[config.mk]
export PLATFORM = sky130hd
export DESIGN_NAME = opspec_seq
export DESIGN_NICKNAME = d
export VERILOG_FILES = /design/src/rtl/opspec_pkg.sv /design/src/rtl/opspec_step.sv /design/src/rtl/opspec_calc.sv /design/src/rtl/opspec_seq.sv
export SDC_FILE = /design/constraint.sdc
export NUM_CORES = 1
export LEC_CHECK = 0
export ABC_AREA = 1
export BUFFER_PORTS_ARGS = -buffer_cell sky130_fd_sc_hd__buf_2
export CAP_MARGIN = 10
export CELL_PAD_IN_SITES_DETAIL_PLACEMENT = 1
export CELL_PAD_IN_SITES_GLOBAL_PLACEMENT = 1
export CORE_MARGIN = 1.5
export CORE_UTILIZATION = 35
export DETAILED_ROUTE_END_ITERATION = 10
export PLACE_DENSITY_LB_ADDON = 0.1
export SYNTH_ARGS = -nofsm -noshare
export SYNTH_HDL_FRONTEND = slang
export SYNTH_SLANG_ARGS = --single-unit
[constraint.sdc]
create_clock -name clk -period 3 [get_ports clk]
set_input_delay 0.3 -clock clk [delete_from_list [all_inputs] [get_ports clk]]
set_output_delay 0.3 -clock clk [all_outputs]
set_load 0.02 [all_outputs]
[src/rtl/opspec_pkg.sv]
package opspec_pkg;
  typedef enum logic [1:0] {
    S_IDLE = 2'd0,
    S_IDX  = 2'd1,
    S_PTR  = 2'd2,
    S_DONE = 2'd3
  } seq_state_t;
endpackage

[src/rtl/opspec_step.sv]
module opspec_step #(
  parameter int DW   = 16,
  parameter int NREG = 8,
  localparam int RW = $clog2(NREG)
) (
  input  logic          byte_op,
  input  logic [RW-1:0] ridx,
  output logic [DW-1:0] step
);
  // the two top registers (stack pointer, program counter) stay word aligned
  localparam int SP_IDX = NREG - 2;
  always_comb begin
    if (byte_op && (ridx < RW'(SP_IDX))) step = DW'(1);
    else                                 step = DW'(2);
  end
endmodule

[src/rtl/opspec_calc.sv]
module opspec_calc #(
  parameter int DW = 16
) (
  input  logic [2:0]    mode,
  input  logic [DW-1:0] val,
  input  logic [DW-1:0] step,
  output logic [DW-1:0] ea,
  output logic [DW-1:0] new_val,
  output logic          wr,
  output logic          need_ptr
);
  logic pre_dec, post_inc;
  logic [DW-1:0] dec_val;
  always_comb begin
    post_inc = (mode[2:1] == 2'b01);
    pre_dec  = (mode[2:1] == 2'b10);
    dec_val  = val - step;
    wr       = post_inc || pre_dec;
    need_ptr = wr && mode[0];
    ea       = pre_dec ? dec_val : val;
    new_val  = pre_dec ? dec_val : (val + step);
  end
endmodule

[src/rtl/opspec_seq.sv]
module opspec_seq
  import opspec_pkg::*;
#(
  parameter int DW   = 16,
  parameter int NREG = 8,
  localparam int RW = $clog2(NREG)
) (
  input  logic          clk,
  input  logic          rst_n,
  input  logic          in_valid,
  output logic          in_ready,
  input  logic [2:0]    in_mode,
  input  logic [RW-1:0] in_reg,
  input  logic          in_byte,
  output logic          out_valid,
  output logic          out_is_reg,
  output logic [RW-1:0] out_reg,
  output logic [DW-1:0] out_addr,
  output logic [RW-1:0] rf_rd_idx,
  input  logic [DW-1:0] rf_rd_data,
  output logic          rf_we,
  output logic [RW-1:0] rf_wr_idx,
  output logic [DW-1:0] rf_wr_data,
  output logic          istr_req,
  input  logic          istr_ack,
  input  logic [DW-1:0] istr_data,
  output logic          mem_req,
  output logic [DW-1:0] mem_addr,
  input  logic          mem_ack,
  input  logic [DW-1:0] mem_rdata
);
  localparam logic [RW-1:0] PC_IDX = RW'(NREG - 1);

  seq_state_t    st;
  logic [2:0]    m_q;
  logic [RW-1:0] r_q;
  logic [DW-1:0] v_q, ptr_q, addr_q, wd_q;
  logic          isreg_q, we_q;
  logic [RW-1:0] wi_q;

  logic [DW-1:0] step, ea, new_val, pc_next, idx_sum;
  logic          calc_wr, calc_ptr, accept;

  opspec_step #(.DW(DW), .NREG(NREG)) u_step (
    .byte_op (in_byte),
    .ridx    (in_reg),
    .step    (step)
  );

  opspec_calc #(.DW(DW)) u_calc (
    .mode     (in_mode),
    .val      (rf_rd_data),
    .step     (step),
    .ea       (ea),
    .new_val  (new_val),
    .wr       (calc_wr),
    .need_ptr (calc_ptr)
  );

  always_comb begin
    in_ready  = (st == S_IDLE);
    accept    = in_valid && in_ready;
    rf_rd_idx = (st == S_IDX) ? PC_IDX : in_reg;
    pc_next   = rf_rd_data + DW'(2);
    idx_sum   = ((r_q == PC_IDX) ? pc_next : v_q) + istr_data;
    istr_req  = (st == S_IDX);
    mem_req   = (st == S_PTR);
    mem_addr  = ptr_q;
    out_valid = (st == S_DONE);
    out_is_reg = isreg_q;
    out_reg   = r_q;
    out_addr  = addr_q;
    rf_we     = we_q;
    rf_wr_idx = wi_q;
    rf_wr_data = wd_q;
  end

  always_ff @(posedge clk) begin
    if (!rst_n) begin
      st      <= S_IDLE;
      m_q     <= '0;
      r_q     <= '0;
      v_q     <= '0;
      ptr_q   <= '0;
      addr_q  <= '0;
      isreg_q <= 1'b0;
      we_q    <= 1'b0;
      wi_q    <= '0;
      wd_q    <= '0;
    end else begin
      we_q <= 1'b0;
      case (st)
        S_IDLE: if (accept) begin
          m_q     <= in_mode;
          r_q     <= in_reg;
          v_q     <= rf_rd_data;
          isreg_q <= (in_mode == 3'd0);
          we_q    <= calc_wr;
          wi_q    <= in_reg;
          wd_q    <= new_val;
          if (in_mode == 3'd0) begin
            addr_q <= '0;
            st     <= S_DONE;
          end else if (in_mode[2:1] == 2'b11) begin
            st <= S_IDX;
          end else if (calc_ptr) begin
            ptr_q <= ea;
            st    <= S_PTR;
          end else begin
            addr_q <= ea;
            st     <= S_DONE;
          end
        end
        S_IDX: if (istr_ack) begin
          we_q <= 1'b1;
          wi_q <= PC_IDX;
          wd_q <= pc_next;
          if (m_q[0]) begin
            ptr_q <= idx_sum;
            st    <= S_PTR;
          end else begin
            addr_q <= idx_sum;
            st     <= S_DONE;
          end
        end
        S_PTR: if (mem_ack) begin
          addr_q <= mem_rdata;
          st     <= S_DONE;
        end
        default: st <= S_IDLE;
      endcase
    end
  end

  // ---------------- assertions ----------------
  logic wb_seen;
  always_ff @(posedge clk) begin
    if (!rst_n)      wb_seen <= 1'b0;
    else if (accept) wb_seen <= 1'b0;
    else if (rf_we)  wb_seen <= 1'b1;
  end

  AST_DONE_PULSE: assert property (@(posedge clk) disable iff (!rst_n)
    out_valid |=> !out_valid);
  AST_WB_ONCE: assert property (@(posedge clk) disable iff (!rst_n)
    rf_we |-> !wb_seen);
  AST_MEM_HOLD: assert property (@(posedge clk) disable iff (!rst_n)
    (mem_req && !mem_ack) |=> (mem_req && $stable(mem_addr)));
  AST_ISTR_HOLD: assert property (@(posedge clk) disable iff (!rst_n)
    (istr_req && !istr_ack) |=> istr_req);
  AST_READY_IDLE: assert property (@(posedge clk) disable iff (!rst_n)
    in_ready |-> (!mem_req && !istr_req && !out_valid));
  AST_ACCEPT_BUSY: assert property (@(posedge clk) disable iff (!rst_n)
    (in_valid && in_ready) |=> !in_ready);
  AST_REG_NO_ADDR: assert property (@(posedge clk) disable iff (!rst_n)
    (out_valid && out_is_reg) |-> (out_addr == '0));
endmodule

==> impl_metrics.py <==
metrics = {
    "run_status": {
        "status": "finished clean",
    },
    "synthesis": {
        "synth_edf_count": 0,
        "synth_cells": 864,
        "async_reset_ff_frac": 0,
        "synth.cell_area_um2": 5619,
        "synth.yosys.seq_area_share": 0.2672,
        "synth-main-ff-cell": "dfxtp_1",
        "synth_nets": 955,
        "syn_avg_cell_area_um2": 6.504,
        "yosys_warnings": 0,
        "ys_ff_latch": 75,
        "yosys.cell_types.count": 46,
    },
    "min_path": {
        "hold_class": "input port to register",
        "hold_end": "out_reg[0]",
        "hp-start": "in_reg[0]",
        "hold_path_depth": 3,
    },
    "timing": {
        "fin_crit_ns": 2.760,
        "max_slew_margin": 0.5569,
        "setup_ws_ns": 0.2400,
        "max_freq_mhz": 362.3,
        "fin_skew_ns": 0.01132,
        "post-route-period-util": 0.9200,
        "setup_violations": 0,
        "finalHoldViolations": 0,
        "rsz0062_at_grt": "no",
        "tns_ns": 0,
        "drv_slew": 0,
        "whs_ns": 0.2108,
        "worst_pin_slew_ns": 0.6577,
    },
    "grt": {
        "grt_overflow": 0,
        "grt_pass1_vias": 6191,
        "antenna_found_initial": 0,
        "grt_pass1_wl_um": 33740,
        "grtUsageTotal": 0.2632,
        "grt_start_max_net_pins": 46,
    },
    "cells_and_area": {
        "n_fill_cell": 2173,
        "diodes": 0,
        "nets": 1105,
        "drive_gt1_frac": 0.2345,
        "layout.cells.non_filler": 1235,
        "areaGrowthSynthToFinish_pct": 24.83,
    },
    "detailed_routing": {
        "drtIter0Drc": 311,
        "via_per_inst": 5.143,
        "postRouteAntennaNets": 0,
        "drc_errors": 0,
        "dr.pass1.iters": 5,
        "wl_um": 21460,
        "vias": 6351,
        "wl_per_cell_um": 17.38,
    },
    "worst_setup_path": {
        "crit_slowest_cell": "ha_1",
        "end_kind": "register",
        "critPathMaxFanout": 6,
        "startpoint_type": "input port",
        "r2r_setup_slack_ns": 0.31,
        "rr_worst_depth": 16,
        "critical_path.top_delay_family": "compound AO/OA/AOI/OAI gates",
        "critPathArrivalTime_ns": 3.00,
        "r2r-end": "mem_addr[14]",
        "cp.required_ns": 3.24,
        "r2r_start": "out_reg[1]",
        "critPathMaxStageDelay_ns": 0.32,
        "worstPathCellList": "buf_2, buf_4, ha_1, nand3_4, nor2_8, nand2_1, xor2_1, o21ai_1, ha_1, a21oi_1, o21ai_0, a21oi_1, nand3_1, nand3_1, nand3_1, o211ai_1, inv_1",
        "critPathBufInv": 3,
        "path_class": "input port to register",
        "critPathMostFrequentCell": "nand3_1",
    },
    "clock_tree": {
        "cts_root_buf": "clkbuf_16",
        "path_clk_slew_ns": 0.06,
        "clock_sinks": 75,
        "cts_tree": "done",
        "htreeDepth": 3,
        "clockBufferDepth": 2,
        "postCtsSetupBuffers": 0,
        "hold_buffers": 0,
        "cts_buffers": 9,
        "clock_latency_ns": 0.35,
    },
    "floorplanning": {
        "fp.dieW_um": 129.7,
        "ios": 123,
        "start_util": 0.3563,
        "coreArea_um2": 15770,
        "rows": 46,
        "die_area_um2": 16820,
        "fp.dieH_um": 129.7,
    },
    "placed_design": {
        "io_buffers": 122,
        "place_ws_ns": -0.2016,
        "post-dp-hpwl_um": 16690,
        "place_inst": 1219,
        "gp_congestion": 0.8772,
    },
    "power_and_ir_drop": {
        "power.total_mw": 6.700,
        "power.density_nw_per_um2": 955.2,
        "leakagePower_nw": 3.458,
        "irDropWorstVdd_uv": 378.2,
    },
    "run": {
        "drv_cap": 0,
    },
}
stage by stage:
step,instance area (um2),utilization
6_report,7014,0.4448
2_1_floorplan,5619,-
3_3_place_gp,6713,0.4257
4_1_cts,7005,0.4442
3_5_place_dp,6713,0.4257
5_1_grt,7014,0.4448
worst max-delay path by stage:
stage	end	cells past startpoint	slack, ns	from
after global placement	mem_addr[14]	17	-0.16	rf_rd_data[1]
after CTS	mem_addr[8]	15	0.1	out_reg[0]
after detailed placement	mem_addr[14]	17	-0.20	rf_rd_data[1]
after global routing	out_addr[15]	18	0.004	rf_rd_data[8]
final	mem_addr[14]	17	0.24	rf_rd_data[1]
after floorplan	mem_addr[8]	17	0.30	out_reg[0]
final cells by class:
cell class                      instances  area (um2)  area share
Clock buffer                           10       229.0     0.03264
Clock inverter                          6       63.81    0.009097
Inverter                               85       319.1     0.04549
Multi-Input combinational cell        660        3550      0.5061
Sequential cell                        75        1501      0.2141
Tap cell                              216       270.3     0.03853
Timing Repair Buffer                  183        1081      0.1541
synthesized netlist by cell type (3+ instances only):
| cell type | number | share of area |
|---|---|---|
| a21boi_0 | 3 | 0.0040 |
| a21oi_1 | 105 | 0.094 |
| a31oi_1 | 13 | 0.014 |
| buf_2 | 11 | 0.0098 |
| buf_4 | 3 | 0.0040 |
| buf_6 | 5 | 0.010 |
| clkbuf_1 | 21 | 0.014 |
| clkbuf_8 | 3 | 0.0073 |
| dfxtp_1 | 75 | 0.27 |
| fa_1 | 3 | 0.011 |
| ha_1 | 28 | 0.062 |
| inv_1 | 78 | 0.052 |
| inv_2 | 5 | 0.0033 |
| nand2_1 | 187 | 0.12 |
| nand2_2 | 4 | 0.0045 |
| nand3_1 | 58 | 0.052 |
| nand3_2 | 6 | 0.011 |
| nand4_1 | 4 | 0.0045 |
| nor2_1 | 59 | 0.039 |
| nor2_2 | 5 | 0.0056 |
| nor2_4 | 3 | 0.0060 |
| nor3_1 | 7 | 0.0062 |
| o211ai_1 | 4 | 0.0053 |
| o21ai_0 | 116 | 0.10 |
| o21ai_1 | 5 | 0.0045 |
| o21bai_1 | 3 | 0.0040 |
| o31ai_1 | 3 | 0.0040 |
| or2_2 | 6 | 0.0067 |
| xor2_1 | 19 | 0.030 |
where the power goes:
group	leakage [nW]	switching, mW	internal [mW]
clock network	0.139	0.461	0.645
logic	2.70	2.69	1.25
registers	0.620	0.220	1.43
worst reg2reg max path: stages, from the launching register on:
cell	delay [ns]
dfxtp_1	0.36
nand3_1	0.15
buf_12	0.20
inv_1	0.20
nand2_1	0.08
nand2_1	0.07
ha_1	0.27
a21oi_1	0.20
nand2_2	0.10
a21boi_1	0.26
inv_1	0.12
nand3_1	0.10
nand3_1	0.08
nand3_1	0.12
nand3_1	0.09
o211ai_1	0.11
inv_1	0.06
kinds of logic (layout without fill, tap and decap cells):
kind of cell | Yosys count | in the layout | share of synthesized area
simple gates | 348 | 348 | 0.2779
compound gates | 262 | 262 | 0.2496
buf+inv | 129 | 284 | 0.1026
flops | 75 | 75 | 0.2672
fa+ha+maj | 31 | 31 | 0.07304
xor+xnor | 19 | 19 | 0.02961
cells in the final DEF, fill, tap and decap left out, types with 13 or more instances in the layout:
cell	instances
a21oi_1	105
a31oi_1	13
buf_2	122
buf_4	60
dfxtp_1	75
ha_1	28
inv_1	78
nand2_1	186
nand3_1	58
nor2_1	59
o21ai_0	110
xor2_1	19
routing by layer:
metal,vias to the layer above,wire (um),GRT usage
met5,-,0,0
met4,0,333,0.07451
met3,20,890,0.02624
met2,142,9893,0.4382
met1,2997,10350,0.3625
li1,3192,-,-
timing repair:
action	in CTS	in global routing
endpoints found under the hold margin	0	0
endpoints found under the setup margin	0	10
gates resized for setup	0	9
No activity file was read; power rests on OpenSTA's default activity.
